<file path="config.mk">
export PLATFORM = sky130hd
export DESIGN_NAME = prefix_rotate_unit
export DESIGN_NICKNAME = d
export VERILOG_FILES = /design/src/rtl/rot_unit_pkg.sv /design/src/rtl/rot_decode.sv /design/src/rtl/rot_alu.sv /design/src/rtl/rot_seq.sv /design/src/rtl/prefix_rotate_unit.sv
export SDC_FILE = /design/constraint.sdc
export NUM_CORES = 1
export LEC_CHECK = 0
export ABC_AREA = 1
export BUFFER_PORTS_ARGS = -buffer_cell sky130_fd_sc_hd__buf_2
export CAP_MARGIN = 10
export CORE_MARGIN = 3
export CORE_UTILIZATION = 48
export DETAILED_ROUTE_END_ITERATION = 8
export HOLD_SLACK_MARGIN = 0.06
export PLACE_DENSITY = 0.8
export SLEW_MARGIN = 40
export SYNTH_ARGS = -nofsm -noshare
export SYNTH_HDL_FRONTEND = slang
export SYNTH_HIERARCHICAL = 1
export SYNTH_SLANG_ARGS = --single-unit
</file>
<file path="constraint.sdc">
create_clock -name clk -period 2.2 [get_ports clk]
set_input_delay 0.55 -clock clk [delete_from_list [all_inputs] [get_ports clk]]
set_output_delay 0.55 -clock clk [all_outputs]
set_load 0.02 [all_outputs]
</file>
<file path="src/rtl/rot_unit_pkg.sv">
// Shared types for the rotate execution unit.
// Assumes: the operation code is the 2-bit field of the opcode, and operand 6 is memory.
package rot_unit_pkg;

    typedef enum logic [1:0] {
        ROT_LC = 2'b00,   // circular left
        ROT_RC = 2'b01,   // circular right
        ROT_LT = 2'b10,   // left through carry
        ROT_RT = 2'b11    // right through carry
    } rot_op_e;

    typedef enum logic [2:0] {
        ST_IDLE,
        ST_REG,
        ST_READ,
        ST_MODIFY,
        ST_WRITE,
        ST_DONE
    } seq_state_e;

    typedef struct packed {
        logic z;
        logic n;
        logic h;
        logic c;
    } flags_t;

    localparam logic [2:0] OPND_MEM = 3'd6;

endpackage

</file>
<file path="src/rtl/rot_decode.sv">
// Opcode splitter: separates the second opcode byte into legality, operation and operand.
// Assumes: only the lowest 32 codes belong to the rotate group.
module rot_decode
    import rot_unit_pkg::*;
(
    input  logic [7:0] opcode,
    output logic       legal,
    output rot_op_e    op,
    output logic [2:0] sel
);

    // Field extraction from the opcode byte.
    assign legal = (opcode[7:5] == 3'b000);
    assign op    = rot_op_e'(opcode[4:3]);
    assign sel   = opcode[2:0];

endmodule

</file>
<file path="src/rtl/rot_alu.sv">
// Single-bit rotator: computes the result, the carry out and the zero indication for one operation.
// Assumes: DATA_W is at least 2; purely combinational.
module rot_alu
    import rot_unit_pkg::*;
#(
    parameter int DATA_W = 8
) (
    input  rot_op_e           op,
    input  logic [DATA_W-1:0] val,
    input  logic              cin,
    output logic [DATA_W-1:0] res,
    output logic              cout,
    output logic              zero
);

    localparam int MSB = DATA_W - 1;

    // Rotate network chosen by operation.
    always_comb begin
        res  = '0;
        cout = 1'b0;
        case (op)
            ROT_LC: begin res = {val[MSB-1:0], val[MSB]}; cout = val[MSB]; end
            ROT_RC: begin res = {val[0], val[MSB:1]};     cout = val[0];   end
            ROT_LT: begin res = {val[MSB-1:0], cin};      cout = val[MSB]; end
            ROT_RT: begin res = {cin, val[MSB:1]};        cout = val[0];   end
            default: ;
        endcase
    end

    // Zero detect on the result.
    assign zero = (res == '0);

    // Bit conservation checks: rotation only moves bits around.
    always_comb begin
        if (op == ROT_LC || op == ROT_RC) begin
            AST_CIRC_POPCOUNT: assert ($countones(res) == $countones(val));
        end else begin
            AST_THRU_POPCOUNT: assert ($countones(res) + int'(cout) == $countones(val) + int'(cin));
        end
    end

endmodule

</file>
<file path="src/rtl/rot_seq.sv">
// Sequencer: accepts a decoded operation and runs it as a one-cycle register update or a
// memory read-modify-write. It owns the flag register and reports completion and cost.
// Assumes: rf_rd_data is combinational on rf_rd_sel; memory holds rd_data while rd_valid is high.
module rot_seq
    import rot_unit_pkg::*;
#(
    parameter int DATA_W     = 8,
    parameter int ADDR_W     = 16,
    parameter int CYC_W      = 5,
    parameter int REG_CYCLES = 8,
    parameter int MEM_CYCLES = 16
) (
    input  logic              clk,
    input  logic              rst_n,
    input  logic              start,
    input  logic              dec_legal,
    input  rot_op_e           dec_op,
    input  logic [2:0]        dec_sel,
    input  logic [ADDR_W-1:0] hl,
    output logic [2:0]        rf_rd_sel,
    input  logic [DATA_W-1:0] rf_rd_data,
    output logic              rf_wr_en,
    output logic [2:0]        rf_wr_sel,
    output logic [DATA_W-1:0] rf_wr_data,
    output logic [ADDR_W-1:0] mem_addr,
    output logic              mem_rd_req,
    input  logic [DATA_W-1:0] mem_rd_data,
    input  logic              mem_rd_valid,
    output logic              mem_wr_req,
    output logic [DATA_W-1:0] mem_wr_data,
    input  logic              mem_wr_ack,
    output rot_op_e           alu_op,
    output logic [DATA_W-1:0] alu_in,
    output logic              alu_cin,
    input  logic [DATA_W-1:0] alu_res,
    input  logic              alu_cout,
    input  logic              alu_zero,
    output flags_t            flags,
    output logic              busy,
    output logic              done,
    output logic              illegal,
    output logic [CYC_W-1:0]  cycles
);

    seq_state_e        state_q;
    rot_op_e           op_q;
    logic [2:0]        sel_q;
    logic [ADDR_W-1:0] addr_q;
    logic [DATA_W-1:0] data_q;
    logic [DATA_W-1:0] res_q;
    logic              pend_c_q;
    logic              pend_z_q;
    flags_t            flags_q;
    logic              done_q;
    logic              illegal_q;
    logic [CYC_W-1:0]  cycles_q;

    // State, operand capture, flag commit and completion reporting.
    always_ff @(posedge clk) begin
        if (!rst_n) begin
            state_q   <= ST_IDLE;
            op_q      <= ROT_LC;
            sel_q     <= '0;
            addr_q    <= '0;
            data_q    <= '0;
            res_q     <= '0;
            pend_c_q  <= 1'b0;
            pend_z_q  <= 1'b0;
            flags_q   <= '0;
            done_q    <= 1'b0;
            illegal_q <= 1'b0;
            cycles_q  <= '0;
        end else begin
            done_q    <= 1'b0;
            illegal_q <= 1'b0;
            case (state_q)
                ST_IDLE: begin
                    if (start) begin
                        if (!dec_legal) begin
                            illegal_q <= 1'b1;
                        end else begin
                            op_q    <= dec_op;
                            sel_q   <= dec_sel;
                            addr_q  <= hl;
                            state_q <= (dec_sel == OPND_MEM) ? ST_READ : ST_REG;
                        end
                    end
                end
                ST_REG: begin
                    flags_q  <= '{z: alu_zero, n: 1'b0, h: 1'b0, c: alu_cout};
                    done_q   <= 1'b1;
                    cycles_q <= CYC_W'(REG_CYCLES);
                    state_q  <= ST_IDLE;
                end
                ST_READ: begin
                    if (mem_rd_valid) begin
                        data_q  <= mem_rd_data;
                        state_q <= ST_MODIFY;
                    end
                end
                ST_MODIFY: begin
                    res_q    <= alu_res;
                    pend_c_q <= alu_cout;
                    pend_z_q <= alu_zero;
                    state_q  <= ST_WRITE;
                end
                ST_WRITE: begin
                    if (mem_wr_ack) begin
                        state_q <= ST_DONE;
                    end
                end
                ST_DONE: begin
                    flags_q  <= '{z: pend_z_q, n: 1'b0, h: 1'b0, c: pend_c_q};
                    done_q   <= 1'b1;
                    cycles_q <= CYC_W'(MEM_CYCLES);
                    state_q  <= ST_IDLE;
                end
                default: state_q <= ST_IDLE;
            endcase
        end
    end

    // Operand routing into the shared rotator.
    always_comb begin
        alu_op  = op_q;
        alu_in  = (state_q == ST_REG) ? rf_rd_data : data_q;
        alu_cin = flags_q.c;
    end

    // Port driving for register file and memory.
    always_comb begin
        rf_rd_sel   = sel_q;
        rf_wr_en    = (state_q == ST_REG);
        rf_wr_sel   = sel_q;
        rf_wr_data  = alu_res;
        mem_addr    = addr_q;
        mem_rd_req  = (state_q == ST_READ);
        mem_wr_req  = (state_q == ST_WRITE);
        mem_wr_data = res_q;
    end

    assign flags   = flags_q;
    assign busy    = (state_q != ST_IDLE);
    assign done    = done_q;
    assign illegal = illegal_q;
    assign cycles  = cycles_q;

    AST_REG_WRITE_ONCE: assert property (@(posedge clk) disable iff (!rst_n)
        rf_wr_en |=> !rf_wr_en);

    AST_COST_MATCH: assert property (@(posedge clk) disable iff (!rst_n)
        done |-> (cycles == (($past(state_q) == ST_REG) ? CYC_W'(REG_CYCLES) : CYC_W'(MEM_CYCLES))));

    AST_MEM_EXCLUSIVE: assert property (@(posedge clk) disable iff (!rst_n)
        !(mem_rd_req && mem_wr_req));

    AST_RF_QUIET_MEM: assert property (@(posedge clk) disable iff (!rst_n)
        (mem_rd_req || mem_wr_req) |-> !rf_wr_en);

    AST_FLAGS_HELD: assert property (@(posedge clk) disable iff (!rst_n)
        (state_q inside {ST_READ, ST_MODIFY, ST_WRITE}) |=> $stable(flags_q));

    AST_ILLEGAL_IDLE: assert property (@(posedge clk) disable iff (!rst_n)
        illegal |-> (!busy && !done));

    AST_DONE_SINGLE: assert property (@(posedge clk) disable iff (!rst_n)
        done |=> !done);

    AST_DONE_NOT_BUSY: assert property (@(posedge clk) disable iff (!rst_n)
        done |-> !busy);

endmodule

</file>
<file path="src/rtl/prefix_rotate_unit.sv">
// Top level of the rotate execution unit: opcode splitter, shared rotator and sequencer.
// Assumes: the opcode is stable in the cycle start is high; the register file answers reads
// combinationally and the memory answers with a valid/ack handshake.
module prefix_rotate_unit
    import rot_unit_pkg::*;
#(
    parameter int DATA_W     = 8,
    parameter int ADDR_W     = 16,
    parameter int CYC_W      = 5,
    parameter int REG_CYCLES = 8,
    parameter int MEM_CYCLES = 16
) (
    input  logic              clk,
    input  logic              rst_n,
    input  logic              start,
    input  logic [7:0]        opcode,
    input  logic [ADDR_W-1:0] hl,
    output logic [2:0]        rf_rd_sel,
    input  logic [DATA_W-1:0] rf_rd_data,
    output logic              rf_wr_en,
    output logic [2:0]        rf_wr_sel,
    output logic [DATA_W-1:0] rf_wr_data,
    output logic [ADDR_W-1:0] mem_addr,
    output logic              mem_rd_req,
    input  logic [DATA_W-1:0] mem_rd_data,
    input  logic              mem_rd_valid,
    output logic              mem_wr_req,
    output logic [DATA_W-1:0] mem_wr_data,
    input  logic              mem_wr_ack,
    output logic              flag_z,
    output logic              flag_n,
    output logic              flag_h,
    output logic              flag_c,
    output logic              busy,
    output logic              done,
    output logic              illegal,
    output logic [CYC_W-1:0]  cycles
);

    logic              dec_legal;
    rot_op_e           dec_op;
    logic [2:0]        dec_sel;
    rot_op_e           alu_op;
    logic [DATA_W-1:0] alu_in;
    logic              alu_cin;
    logic [DATA_W-1:0] alu_res;
    logic              alu_cout;
    logic              alu_zero;
    flags_t            flags;

    rot_decode u_decode (
        .opcode (opcode),
        .legal  (dec_legal),
        .op     (dec_op),
        .sel    (dec_sel)
    );

    rot_alu #(.DATA_W(DATA_W)) u_alu (
        .op   (alu_op),
        .val  (alu_in),
        .cin  (alu_cin),
        .res  (alu_res),
        .cout (alu_cout),
        .zero (alu_zero)
    );

    rot_seq #(
        .DATA_W     (DATA_W),
        .ADDR_W     (ADDR_W),
        .CYC_W      (CYC_W),
        .REG_CYCLES (REG_CYCLES),
        .MEM_CYCLES (MEM_CYCLES)
    ) u_seq (
        .clk          (clk),
        .rst_n        (rst_n),
        .start        (start),
        .dec_legal    (dec_legal),
        .dec_op       (dec_op),
        .dec_sel      (dec_sel),
        .hl           (hl),
        .rf_rd_sel    (rf_rd_sel),
        .rf_rd_data   (rf_rd_data),
        .rf_wr_en     (rf_wr_en),
        .rf_wr_sel    (rf_wr_sel),
        .rf_wr_data   (rf_wr_data),
        .mem_addr     (mem_addr),
        .mem_rd_req   (mem_rd_req),
        .mem_rd_data  (mem_rd_data),
        .mem_rd_valid (mem_rd_valid),
        .mem_wr_req   (mem_wr_req),
        .mem_wr_data  (mem_wr_data),
        .mem_wr_ack   (mem_wr_ack),
        .alu_op       (alu_op),
        .alu_in       (alu_in),
        .alu_cin      (alu_cin),
        .alu_res      (alu_res),
        .alu_cout     (alu_cout),
        .alu_zero     (alu_zero),
        .flags        (flags),
        .busy         (busy),
        .done         (done),
        .illegal      (illegal),
        .cycles       (cycles)
    );

    // Flag fan-out to individual pins.
    assign flag_z = flags.z;
    assign flag_n = flags.n;
    assign flag_h = flags.h;
    assign flag_c = flags.c;

endmodule

</file>
After elaboration in Yosys (flattened, before gate mapping)
Index checks and enable logic that the tools add are counted.

Eq/ne operators: 13. Muxes and demuxes: 13. Reductions and logical operators: 13.

Operator list (count): one-hot mux 8 bit (4 select lines) (1); 2-to-1 mux 3 bit (4); one-hot mux 3 bit (4 select lines) (1); one-hot mux 5 bit (2 select lines) (1); equality test 3 bit (second input constant) (3); zero test 8 bit (1); 2-to-1 mux 8 bit (1); one-hot mux 4 bit (2 select lines) (1); equality test 3 x 2 -> 1 bit (second input constant) (2); zero test 3 bit (2); != test 2 x 1 -> 1 bit (second input constant) (3); AND reduction 3 bit (2); OR reduction 2 bit (3); equality test 2 bit (second input constant) (2); AND reduction 4 bit (1); equality test 3 x 1 -> 1 bit (second input constant) (1); nonzero test 3 bit (1); equality test 2 x 1 -> 1 bit (second input constant) (1); zero test 2 bit (1); 2-to-1 mux 1 bit (2); 2-to-1 mux 2 bit (1); != test 2 bit (second input constant) (1); one-hot mux 1 bit (2 select lines) (1); AND reduction 2 bit (1); nonzero test 2 bit (1).

Bits in registers: 53. Input bits: 45.

Depth between registers and ports, before layout
Gate-level depths: netlist (run 1).

Depth after elaboration: 5. Mapped depth: 13. Depth with buffers taken out: 13.

Modules after synthesis
The synthesis (run 1) kept the hierarchy.

By module, submodules not included: rot_seq (times used 1, cells each 280, area each 2090.8 um2, sequential area each 960.9 um2); rot_alu (times used 1, cells each 41, area each 195.2 um2, sequential area each 0.0 um2); rot_decode (times used 1, cells each 9, area each 55.1 um2, sequential area each 0.0 um2).

Worst setup path after synthesis (run 1)
No wires, ideal clock.

Path kind: flip-flop to output port. Start point: register u_seq.state_q[1]. End point: output rf_wr_data[0]. Data arrival time: 1.492 ns. Setup slack: 0.158 ns. Cell stages (with the launch flop): 12. Buffers on the path: 2. Cell sequence: dfxtp_1 -> inv_1 -> nand2_1 -> nor2_1 -> buf_4 -> nand2_1 -> nand2_1 -> inv_1 -> nor3_2 -> nor2_2 -> inv_1 -> buf_4.

Cells in the longest elaborated chain, start to end: 3.

Ends and longest elaborated chain: start, declared (RTL line rot_seq.sv:45) `seq_state_e state_q;`; start signal, assigned (RTL line rot_seq.sv:85) `state_q <= (dec_sel == OPND_MEM) ? ST_READ : ST_REG;`; equality test 3 x 1 -> 1 bit; net rf_wr_en (RTL line prefix_rotate_unit.sv:20) `output logic rf_wr_en,`; 2-to-1 mux 8 bit (RTL line rot_seq.sv:126) `alu_in = (state_q == ST_REG) ? rf_rd_data : data_q;`; net alu_in[7] (RTL line prefix_rotate_unit.sv:44) `logic [DATA_W-1:0] alu_in;`; one-hot mux 8 bit (4 select lines) (RTL line rot_alu.sv:22) `case (op)`; end, declared (RTL line prefix_rotate_unit.sv:22) `output logic [DATA_W-1:0] rf_wr_data,`.

The timed path passes the listed nets, and every way through them passes these cells.

Worst setup path after layout (run 1)
Start point: register u_seq.state_q[1]. End point: output rf_wr_data[7].

Cells in the longest elaborated chain, start to end: 3.

Ends and longest elaborated chain (RTL line): equality test 3 x 1 -> 1 bit (rot_seq.sv:126); 2-to-1 mux 8 bit (rot_seq.sv:126); net alu_in[0] (prefix_rotate_unit.sv:44); one-hot mux 8 bit (4 select lines) (rot_alu.sv:22).

The timed path passes the listed nets, and every way through them passes these cells.

==> out/metrics.yaml, run 1 <==
dp_hpwl_mm: 4.09
via_per_inst: 4.90
gp_congestion: 0.871
stdcell_area_sq_um: 2970
hold_ws_ns: 0.462
die_x_um: 75.8
crit_arrival_ns: 1.60
clockBufferDepth: 2
setup_ws_ns: 0.0512
dp_slack_ns: 0.191
instances_no_fill: 477
grt_max_degree: 27
cts_sinks: 48
cp.depth: 11
end_kind: "output port"
die_y_um: 75.8
grt_use_total_pct: 20.0
dp_cells: 460
hold_viol: 0
period_needed_ns: 2.15
fin_crit_sh_pct: 97.7
root_buffer: "clkbuf_8"
grt_setup_unrepaired: "true"
setup_violations: 0
leakagePower_nw: 1.48
drt-initial-drc-count: 120
antenna_found_initial: 0
synth_seq_cells: 48
grt_pass1_vias: 2158
critPathBufInv: 4
fmax_ghz: 0.465
drt-total-wl_mm: 5.83
dr.pass1.iters: 4
max_stage_delay_ns: 0.36
synthDistinctLibCells: 25
insertedDiodeCount: 0
finalPower_mw: 2.31
fin_skew_ns: 0.00742
cp_slowest_cell: "dfxtp_4"
crit_type: "flop to output port"
reg2reg_slack_ns: 0.48
worstPathRequired_ns: 1.65
cp_max_fo: 5
grt_first_pass_wirelength_mm: 9.03
ys_warn_count: 6
slew_viol_final: 0
cts_tree: "built"
max-cap-violations: 0
pin_count: 98
die_area_sq_um: 5750
drive_gt1_share_pct: 37.1
p_per_area_nw_per_um2: 778
status: "completed"
r2r_end: "u_seq/flags[3]"
final_core_util_pct: 65.5
drt-wirelength-per-cell_um: 12.2
initial_core_util_pct: 51.6
nets: 456
startpoint: "u_seq/state_q[1]"
path_cells: "inv_4 > nand2_4 > nor2_4 > buf_6 > nand2_1 > nand2_1 > nand2_2 > nor2_2 > nor2_2 > inv_1 > buf_4"
syn_to_final_growth_pct: 26.9
port_buffers: 92
cts_buffers: 5
dr_total_vias: 2336
avgSynthCellArea_sq_um: 7.09
rows: 24
hold_class: "flop to flop"
overflow: 0
holdBufCountCts: 0
drc_errors: 0
critPathCapture: "rf_wr_data[7]"
ir_drop_mv: 0.366
synthCells: 330
synthesis.area_sq_um: 2340
fin_tns_setup_ns: 0
clk_latency_ns: 0.30
ant_nets: 0
place_area_sq_um: 2690
timing.rr.start: "u_seq/state_q[1]"
h-tree-depth: 2
crit_family: "simple AND/OR/NAND/NOR gates"
clk_pin_slew_worst_paths_ns: 0.08
seq_area_frac_synth_pct: 41.0
core_sq_um: 4530
critPathLaunchType: "flop"
reg2reg_depth: 14
-- cell families after synthesis --
logic type	synth area share, %
DFF	41.0
other	0.160
buffers and inverters	14.4
AOI/OAI and AO/OA	10.0
and+or+nand+nor	34.4
-- cell usage after synthesis --
cell type | n | area (sq um)
nand4_1 | 22 | 138
a31oi_1 | 2 | 12.5
nor2_4 | 3 | 33.8
a21oi_1 | 22 | 110
inv_2 | 4 | 15.0
conb_1 | 1 | 3.75
nand3_1 | 8 | 40.0
buf_6 | 3 | 33.8
buf_4 | 24 | 180
inv_1 | 16 | 60.1
dfxtp_1 | 48 | 961
nor3_2 | 1 | 10.0
nor2_2 | 3 | 18.8
nor2_1 | 51 | 191
clkinv_1 | 1 | 3.75
o21a_1 | 1 | 7.51
nand3_2 | 1 | 10.0
nand2_2 | 9 | 56.3
o21ai_0 | 21 | 105
clkbuf_1 | 9 | 33.8
nor3_1 | 1 | 5.00
nor3b_2 | 1 | 12.5
buf_2 | 2 | 10.0
nand3b_1 | 1 | 7.51
nand2_1 | 75 | 282
-- where the power goes --
part / leakage [nW] / total [mW] / internal, mW / switching, mW
Clock: 0.0645 / 0.683 / 0.401 / 0.282
Sequential: 0.390 / 0.950 / 0.920 / 0.0301
Combinational: 1.02 / 0.679 / 0.262 / 0.416
Total: 1.48 / 2.31 / 1.58 / 0.728
-- tightest hold or removal path, delay by kind of cell, from the launching register on --
| kind | cells | cell delay [ns] |
|---|---|---|
| flops | 1 | 0.31 |
| simple gates | 1 | 0.06 |
| compound gates | 1 | 0.05 |
-- state kept, by name, indices dropped and copies added, names as in the netlist --
register	cells
u_seq/state_q	3
u_seq/data_q	8
u_seq/cycles	2
u_seq/flags	1
u_seq/alu_cin	1
u_seq/alu_op	2
u_seq/pend_z_q	1
u_seq/mem_addr	16
u_seq/pend_c_q	1
u_seq/illegal	1
u_seq/done	1
u_seq/rf_rd_sel	3
u_seq/mem_wr_data	8
-- how the worst min path moves through the flow --
stage	start	endpoint	slack (ns)	cells after the start
2_1_floorplan	u_seq/pend_z_q	u_seq/flags[3]	0.45	2
3_3_place_gp	u_seq/mem_addr[9]	u_seq/mem_addr[9]	0.45	2
3_5_place_dp	u_seq/mem_addr[8]	u_seq/mem_addr[8]	0.45	2
4_1_cts	mem_rd_data[0]	u_seq/data_q[0]	0.46	3
5_1_grt	mem_rd_data[5]	u_seq/data_q[5]	0.47	3
6_report	u_seq/mem_addr[2]	u_seq/mem_addr[2]	0.46	2
-- cell usage in the layout, fill, tap and decap left out --
cell type and count:
buf_2 84, nand2_1 69, nor2_1 48, dfxtp_1 46
nand4_1 22, a21oi_1 22, o21ai_0 21, buf_4 20
nand2_2 14, inv_1 12, nand3_1 8, clkbuf_8 7
inv_2 7, nor2_2 5, conb_1 5, buf_6 4
nor2_4 4, a31oi_1 2, dfxtp_4 2, bufinv_16 1
nor3_4 1, inv_4 1, nand2_4 1, clkinv_1 1
nand3b_1 1, nor3b_2 1, nand3_2 1, nor3_1 1
o21a_1 1
-- final cells by class --
class	instances	area [sq um]
multi-input cells	227	1100
well taps	65	81.3
fillers	400	1560
clock buffers	7	96.3
inverters	21	81.3
flip-flops and latches	48	968
clock inverters	1	30.0
repair buffers	108	616
-- routing by layer --
| layer | GRT usage (%) | wire [um] | share of wire (%) | vias up |
|---|---|---|---|---|
| li1 | - | - | - | 1203 |
| met1 | 22.4 | 2490 | 43 | 1043 |
| met2 | 37.1 | 2870 | 49 | 84 |
| met3 | 4.22 | 414 | 7.1 | 6 |
| met4 | 6.60 | 58 | 0.99 | 0 |
| met5 | 0 | 0 | 0 | - |
-- what timing repair did --
action                                  CTS  global route
endpoints found under the setup margin    5             9
pin swaps                                 2             5
resized for setup                        14            19
setup buffers                             3             6
cloned                                    1             0
No activity file was read; power rests on OpenSTA's default activity.
==> run 2, diff against run 1 <==
--- a/config.mk
+++ b/config.mk
@@ -5,10 +5,10 @@
 export SDC_FILE = /design/constraint.sdc
 export NUM_CORES = 1
 export LEC_CHECK = 0
-export ABC_AREA = 1
+export ABC_AREA = 0
 export BUFFER_PORTS_ARGS = -buffer_cell sky130_fd_sc_hd__buf_2
 export CAP_MARGIN = 10
-export CORE_MARGIN = 3
+export CORE_MARGIN = 1.5
 export CORE_UTILIZATION = 48
 export DETAILED_ROUTE_END_ITERATION = 8
 export HOLD_SLACK_MARGIN = 0.06
==> run 2 against run 1 <==
Compared with the run above:
- the flow now finishes with violations (negative setup slack)
- worst setup slack got worse by 0.33 ns
- die area fell by 7.3%
- non-clock buffer count is 8 higher
- critical path depth fell by 5
- worst hold slack got worse by 0.0049 ns
- critical endpoint is now rf_wr_data[6]
- highest routed layer unchanged
==> out/metrics.yaml, run 2 <==
holdPathEnd: "u_seq/mem_addr[13]"
synthesis.area_sq_um: 2350  # +0.53%
port_buffers: 92  # unchanged
grt_setup_unrepaired: "true"
avgSynthCellArea_sq_um: 9.19  # +30%
max-cap-violations: 0  # unchanged
layout_commonest_cell: "buf_2"
dr_total_vias: 1980  # -15%
dp_hpwl_mm: 3.63  # -11%
core_sq_um: 4720  # +4.2%
drc_errors: 0  # unchanged
antenna_found_initial: 0  # unchanged
slew_viol_final: 0  # unchanged
synthTopCellsByArea: "dfxtp_1 (41%), mux2i_1 (15%), nand2_1 (9.1%)"
cp_slowest_cell: "dfxtp_2"
startpoint: "u_seq/state_q[2]"
clk_latency_ns: 0.29  # about the same
reg2reg_depth: 9  # -5
end_kind: "output port"
seq_area_frac_synth_pct: 40.8  # -0.22 points
synthCells: 256  # -22%
synth_edf_count: 0  # unchanged
yosys-top-cells-count: "nand2_1 (57), dfxtp_1 (48), mux2i_1 (35)"
hold_viol: 0  # unchanged
cts_tree: "built"
die_y_um: 73.0  # -3.7%
grt_first_pass_wirelength_mm: 7.87  # -13%
worstPathRequired_ns: 1.65  # about the same
fin_crit_sh_pct: 113  # +15 points
violations: "negative setup slack"
nets: 389  # -15%
synth_top_area_share_pct: 40.8  # -0.22 points
gp_congestion: 0.839  # -3.7%
cp_max_fo: 4  # -1
max_stage_delay_ns: 0.34  # -0.02 ns
dr.pass1.iters: 4  # unchanged
timing.rr.start: "u_seq/state_q[2]"
holdBufCountCts: 0  # unchanged
ys_warn_count: 6  # unchanged
crit_type: "flop to output port"
ir_drop_mv: 0.420  # +15%
rows: 25  # +4.2%
die_area_sq_um: 5330  # -7.3%
root_buffer: "clkbuf_8"
r2r_end: "u_seq/flags[3]"
hp-start: "u_seq/mem_addr[13]"
grt_use_total_pct: 19.0  # -0.99 points
reg2reg_slack_ns: -0.22  # -0.70 ns
synthDistinctLibCells: 37  # +48%
holdPathStages: 2  # unchanged
nFillCells: 376  # -6.0%
drive_gt1_share_pct: 42.9  # +5.8 points
clk_pin_slew_worst_paths_ns: 0.08  # about the same
initial_core_util_pct: 49.8  # -1.8 points
drt-total-wl_mm: 5.20  # -11%
leakagePower_nw: 1.54  # +3.9%
pin_count: 98  # unchanged
yosys.area.top_type: "dfxtp_1"
fmax_ghz: 0.404  # -13%
clockBufferDepth: 2  # unchanged
critPathLaunchType: "flop"
grt_max_degree: 47  # +74%
grt_pass1_vias: 1764  # -18%
fin_tns_setup_ns: -2.34  # -2.34 ns
synth-main-ff-cell: "dfxtp_1"
fin_skew_ns: 0.00660  # -0.000825 ns
cts_sinks: 48  # unchanged
area.sequential_sq_um: 963  # -0.52%
path_cells: "nor3b_4 > buf_6 > mux2_4 > buf_6 > mux2_4 > buf_6"
via_per_inst: 4.81  # -1.9%
final_core_util_pct: 65.7  # +0.16 points
overflow: 0  # unchanged
period_needed_ns: 2.48  # +0.329 ns
p_per_area_nw_per_um2: 568  # -27%
setup_ws_ns: -0.278  # -0.329 ns
crit_arrival_ns: 1.93  # +0.33 ns
synth.most_common_cell: "nand2_1"
largest_register_ffs: 16  # unchanged
drt-initial-drc-count: 74  # -38%
hold_ws_ns: 0.457  # -0.00491 ns
ant_nets: 0  # unchanged
cts_buffers: 5  # unchanged
insertedDiodeCount: 0  # unchanged
final_cell_mix: "buf_2 (84), nand2_1 (57), dfxtp_1 (46)"
drt-wirelength-per-cell_um: 12.6  # +3.3%
h-tree-depth: 2  # unchanged
crit_path_frequent_cell: "buf_6"
syn_to_final_growth_pct: 31.8
hold_class: "flop to flop"
setup_violations: 10  # +10
async_flop_share_pct: 0  # unchanged
multi_input_area_sq_um: 1210  # +11%
status: "finished, violations left"
die_x_um: 73.0  # -3.7%
synth_seq_cells: 48  # unchanged
run 2: changes by cell type after synthesis, sizes merged, moves of 18 or more:
cell   change
nor2      -52
mux2i     +35
nand2     -27
nand4     -22
a21oi     -20
inv       -18
run 2: logic make-up after synthesis:
family | synth area share (%)
AO/OA/AOI/OAI | 5.53
buffers and inverters | 11.5
flip-flops | 40.8
multiplexers | 22.2
other | 0.159
AND/OR/NAND/NOR | 19.7
run 2: worst max-delay path by stage:
stage                                 to  cells after the start
final                      rf_wr_data[6]                      6
after global routing       rf_wr_data[6]                      6
after CTS                  rf_wr_data[4]                      6
after detailed placement  u_seq/flags[3]                      8
after global placement    u_seq/flags[3]                      8
after floorplan           u_seq/flags[3]                     10
run 2: final cells by class:
| cell class | count | area share [%] |
|---|---|---|
| Clock buffer | 6 | 2.34 |
| Inverter | 2 | 0.242 |
| Tap cell | 67 | 2.70 |
| Sequential cell | 48 | 31.1 |
| Clock inverter | 2 | 1.13 |
| Timing Repair Buffer | 116 | 23.4 |
| Multi-Input combinational cell | 171 | 39.1 |
run 2: per-layer routing:
layer / track usage (%) / part of all wire [%] / vias up
met5: 0 / 0 / -
met4: 8.18 / 1.5 / 0
met3: 4.83 / 7.0 / 6
met2: 30.0 / 47 / 77
met1: 24.4 / 45 / 895
li1: - / - / 1002
run 2: timing repair:
action	in CTS	in global routing
setup endpoints to repair	10	10
setup buffers	3	5
resized for setup	31	8
pin swaps	2	2
run 2: power breakdown:
part           switching, mW  leakage [nW]  internal, mW  total [mW]
clock network          0.277        0.0552         0.337       0.614
registers            0.00976         0.389         0.885       0.894
logic                  0.131          1.09         0.122       0.253
total                  0.418          1.54          1.34        1.76
run 2: through the flow:
stage / setup WS [ns] / cells / total power, mW / instance area (sq um)
after global placement: -0.119 / 396 / 1.13 / 2800
after detailed placement: -0.165 / 396 / 1.14 / 2800
after floorplan: -0.206 / 260 / 1.07 / 2390
after global routing: -0.339 / 412 / 1.85 / 3100
final: -0.278 / 412 / 1.76 / 3100
after CTS: -0.269 / 407 / 1.77 / 3030
run 2: worst max-delay path, delay by kind of cell, from the launching register on:
family / cells / cell delay, ns
buffers and inverters: 3 / 0.42
flip-flops: 1 / 0.34
multiplexers: 2 / 0.59
AND/OR/NAND/NOR: 1 / 0.28
==> run 3, diff against run 2 <==
--- a/config.mk
+++ b/config.mk
@@ -9,10 +9,10 @@
 export BUFFER_PORTS_ARGS = -buffer_cell sky130_fd_sc_hd__buf_2
 export CAP_MARGIN = 10
 export CORE_MARGIN = 1.5
-export CORE_UTILIZATION = 48
+export CORE_UTILIZATION = 45
 export DETAILED_ROUTE_END_ITERATION = 8
 export HOLD_SLACK_MARGIN = 0.06
-export PLACE_DENSITY = 0.8
+export PLACE_DENSITY = 0.76
 export SLEW_MARGIN = 40
 export SYNTH_ARGS = -nofsm -noshare
 export SYNTH_HDL_FRONTEND = slang
==> run 3 against run 2 <==
Compared with the run above:
- the run still ends with negative setup slack left
- cell area down 1.1%
- global-route usage grew 0.11 points
- sequential power barely moved
- clock-buffer cell count stayed put
- first-iteration DRC count is 45% higher
- clock skew up 0.00052 ns
- sequential cell count stayed put
==> out/metrics.yaml, run 3 (synthesis results as in run 2) <==
cts_sinks: 48  # unchanged
slew_headroom_pct: 50.7
clk_pin_slew_worst_paths_ns: 0.09  # about the same
final_cell_mix: "buf_2 (84), nand2_1 (57), dfxtp_1 (45)"
r2r_end: "u_seq/flags[3]"
timing.rr.start: "u_seq/state_q[1]"
crit_family: "multiplexers"
holdPathEnd: "u_seq/data_q[5]"
cts_tree: "built"
via_per_inst: 4.75  # -1.2%
die_area_sq_um: 5670  # +6.4%
drive_gt1_share_pct: 43.3  # +0.42 points
antenna_found_initial: 0  # unchanged
grt_setup_unrepaired: "true"
status: "finished, violations left"
hp-start: "u_seq/data_q[5]"
grt_pass1_vias: 1868  # +5.9%
root_buffer: "clkbuf_8"
setup_ws_ns: -0.242  # +0.0360 ns
pin_count: 98  # unchanged
drt-wirelength-per-cell_um: 13.1  # +4.0%
holdPathStages: 2  # unchanged
dr.pass1.iters: 4  # unchanged
path_cells: "nor3b_4 > buf_4 > buf_6 > mux2_4 > mux2_4 > buf_6"
largest_register_ffs: 16  # unchanged
violations: "negative setup slack"
slew_viol_final: 0  # unchanged
final_core_util_pct: 60.5  # -5.2 points
rows: 26  # +4.0%
dp_cells: 396  # unchanged
layout_commonest_cell: "buf_2"
clockBufferDepth: 2  # unchanged
period_needed_ns: 2.44  # -0.0360 ns
hold_viol: 0  # unchanged
fmax_ghz: 0.410  # +1.5%
worstPathRequired_ns: 1.65  # about the same
grt_first_pass_wirelength_mm: 8.36  # +6.1%
p_per_area_nw_per_um2: 546  # -3.9%
drt-initial-drc-count: 107  # +45%
grt_use_total_pct: 19.1  # +0.11 points
finalPower_mw: 1.68  # -4.9%
hold_class: "flop to flop"
h-tree-depth: 2  # unchanged
crit_type: "flop to output port"
max-cap-violations: 0  # unchanged
dp_slack_ns: -0.177  # -0.0121 ns
max_stage_delay_ns: 0.35  # about the same
holdBufCountCts: 0  # unchanged
initial_core_util_pct: 46.4  # -3.5 points
die_x_um: 75.3  # +3.1%
crit_arrival_ns: 1.89  # -0.04 ns
nets: 388  # -0.26%
clk_latency_ns: 0.30  # about the same
ir_drop_mv: 0.243  # -42%
insertedDiodeCount: 0  # unchanged
cp_max_fo: 4  # unchanged
reg2reg_depth: 9  # unchanged
core_sq_um: 5070  # +7.4%
cp_slowest_cell: "dfxtp_2"
ant_nets: 0  # unchanged
cts_buffers: 5  # unchanged
setup_violations: 10  # unchanged
critPathLaunchType: "flop"
fin_skew_ns: 0.00712  # +0.000520 ns
grt_max_degree: 40  # -15%
end_kind: "output port"
overflow: 0  # unchanged
drt-total-wl_mm: 5.43  # +4.5%
dr_total_vias: 1966  # -0.71%
reg2reg_slack_ns: -0.24  # -0.02 ns
syn_to_final_growth_pct: 30.4
port_buffers: 92  # unchanged
critPathBufInv: 3  # unchanged
instances_no_fill: 414  # +0.49%
fin_crit_sh_pct: 111  # -1.6 points
drc_errors: 0  # unchanged
die_y_um: 75.3  # +3.1%
dp_hpwl_mm: 3.72  # +2.6%
worstMarginPinSlew_ns: 0.738
gp_congestion: 0.776  # -7.6%
leakagePower_nw: 1.51  # -1.5%
[run 3: tightest hold or removal path, stage by stage (launching register included)]
cell     delay, ns
dfxtp_1       0.32
nand2_1       0.05
o21ai_1       0.05
[run 3: worst max path at each step]
stage / slack, ns / cells after the start / to / startpoint
final: -0.24 / 6 / rf_wr_data[1] / u_seq/state_q[1]
after global placement: -0.10 / 8 / u_seq/flags[3] / u_seq/state_q[1]
after CTS: -0.24 / 6 / rf_wr_data[5] / u_seq/state_q[2]
after global routing: -0.32 / 9 / u_seq/flags[3] / u_seq/state_q[1]
after floorplan: -0.21 / 10 / u_seq/flags[3] / u_seq/state_q[2]
after detailed placement: -0.18 / 8 / u_seq/flags[3] / u_seq/state_q[1]
[run 3: layout make-up]
type,instances,area (sq um)
Fill cell,437,2010
Multi-Input combinational cell,171,1220
Sequential cell,48,965
Timing Repair Buffer,115,698
Tap cell,70,87.6
Clock buffer,6,72.6
Clock inverter,2,16.3
Inverter,2,7.51
[run 3: timing repair]
action,4_1_cts,5_1_grt
endpoints found under the setup margin,10,10
resized for setup,21,21
setup buffers,3,8
pin swaps,2,3
[run 3: report_power, final]
part	switching (mW)	total [mW]	internal, mW
combinational	0.131	0.254	0.123
sequential	0.00894	0.894	0.885
clock	0.300	0.527	0.227
total	0.441	1.68	1.23
[run 3: metal layers]
layer | vias to the layer above | track usage (%) | wire, um
met5 | - | 0 | 0
met1 | 904 | 22.9 | 2320
li1 | 1004 | - | -
met4 | 0 | 8.33 | 123
met3 | 12 | 4.76 | 251
met2 | 46 | 32.4 | 2740
[run 3: metrics by stage]
stage	cell area (sq um)	setup TNS (ns)	hold slack (ns)
3_3_place_gp	2770	-0.289	0.436
2_1_floorplan	2390	-0.321	0.424
6_report	3070	-2.11	0.458
3_5_place_dp	2770	-0.578	0.445
5_1_grt	3070	-2.70	0.472
4_1_cts	2950	-2.04	0.459
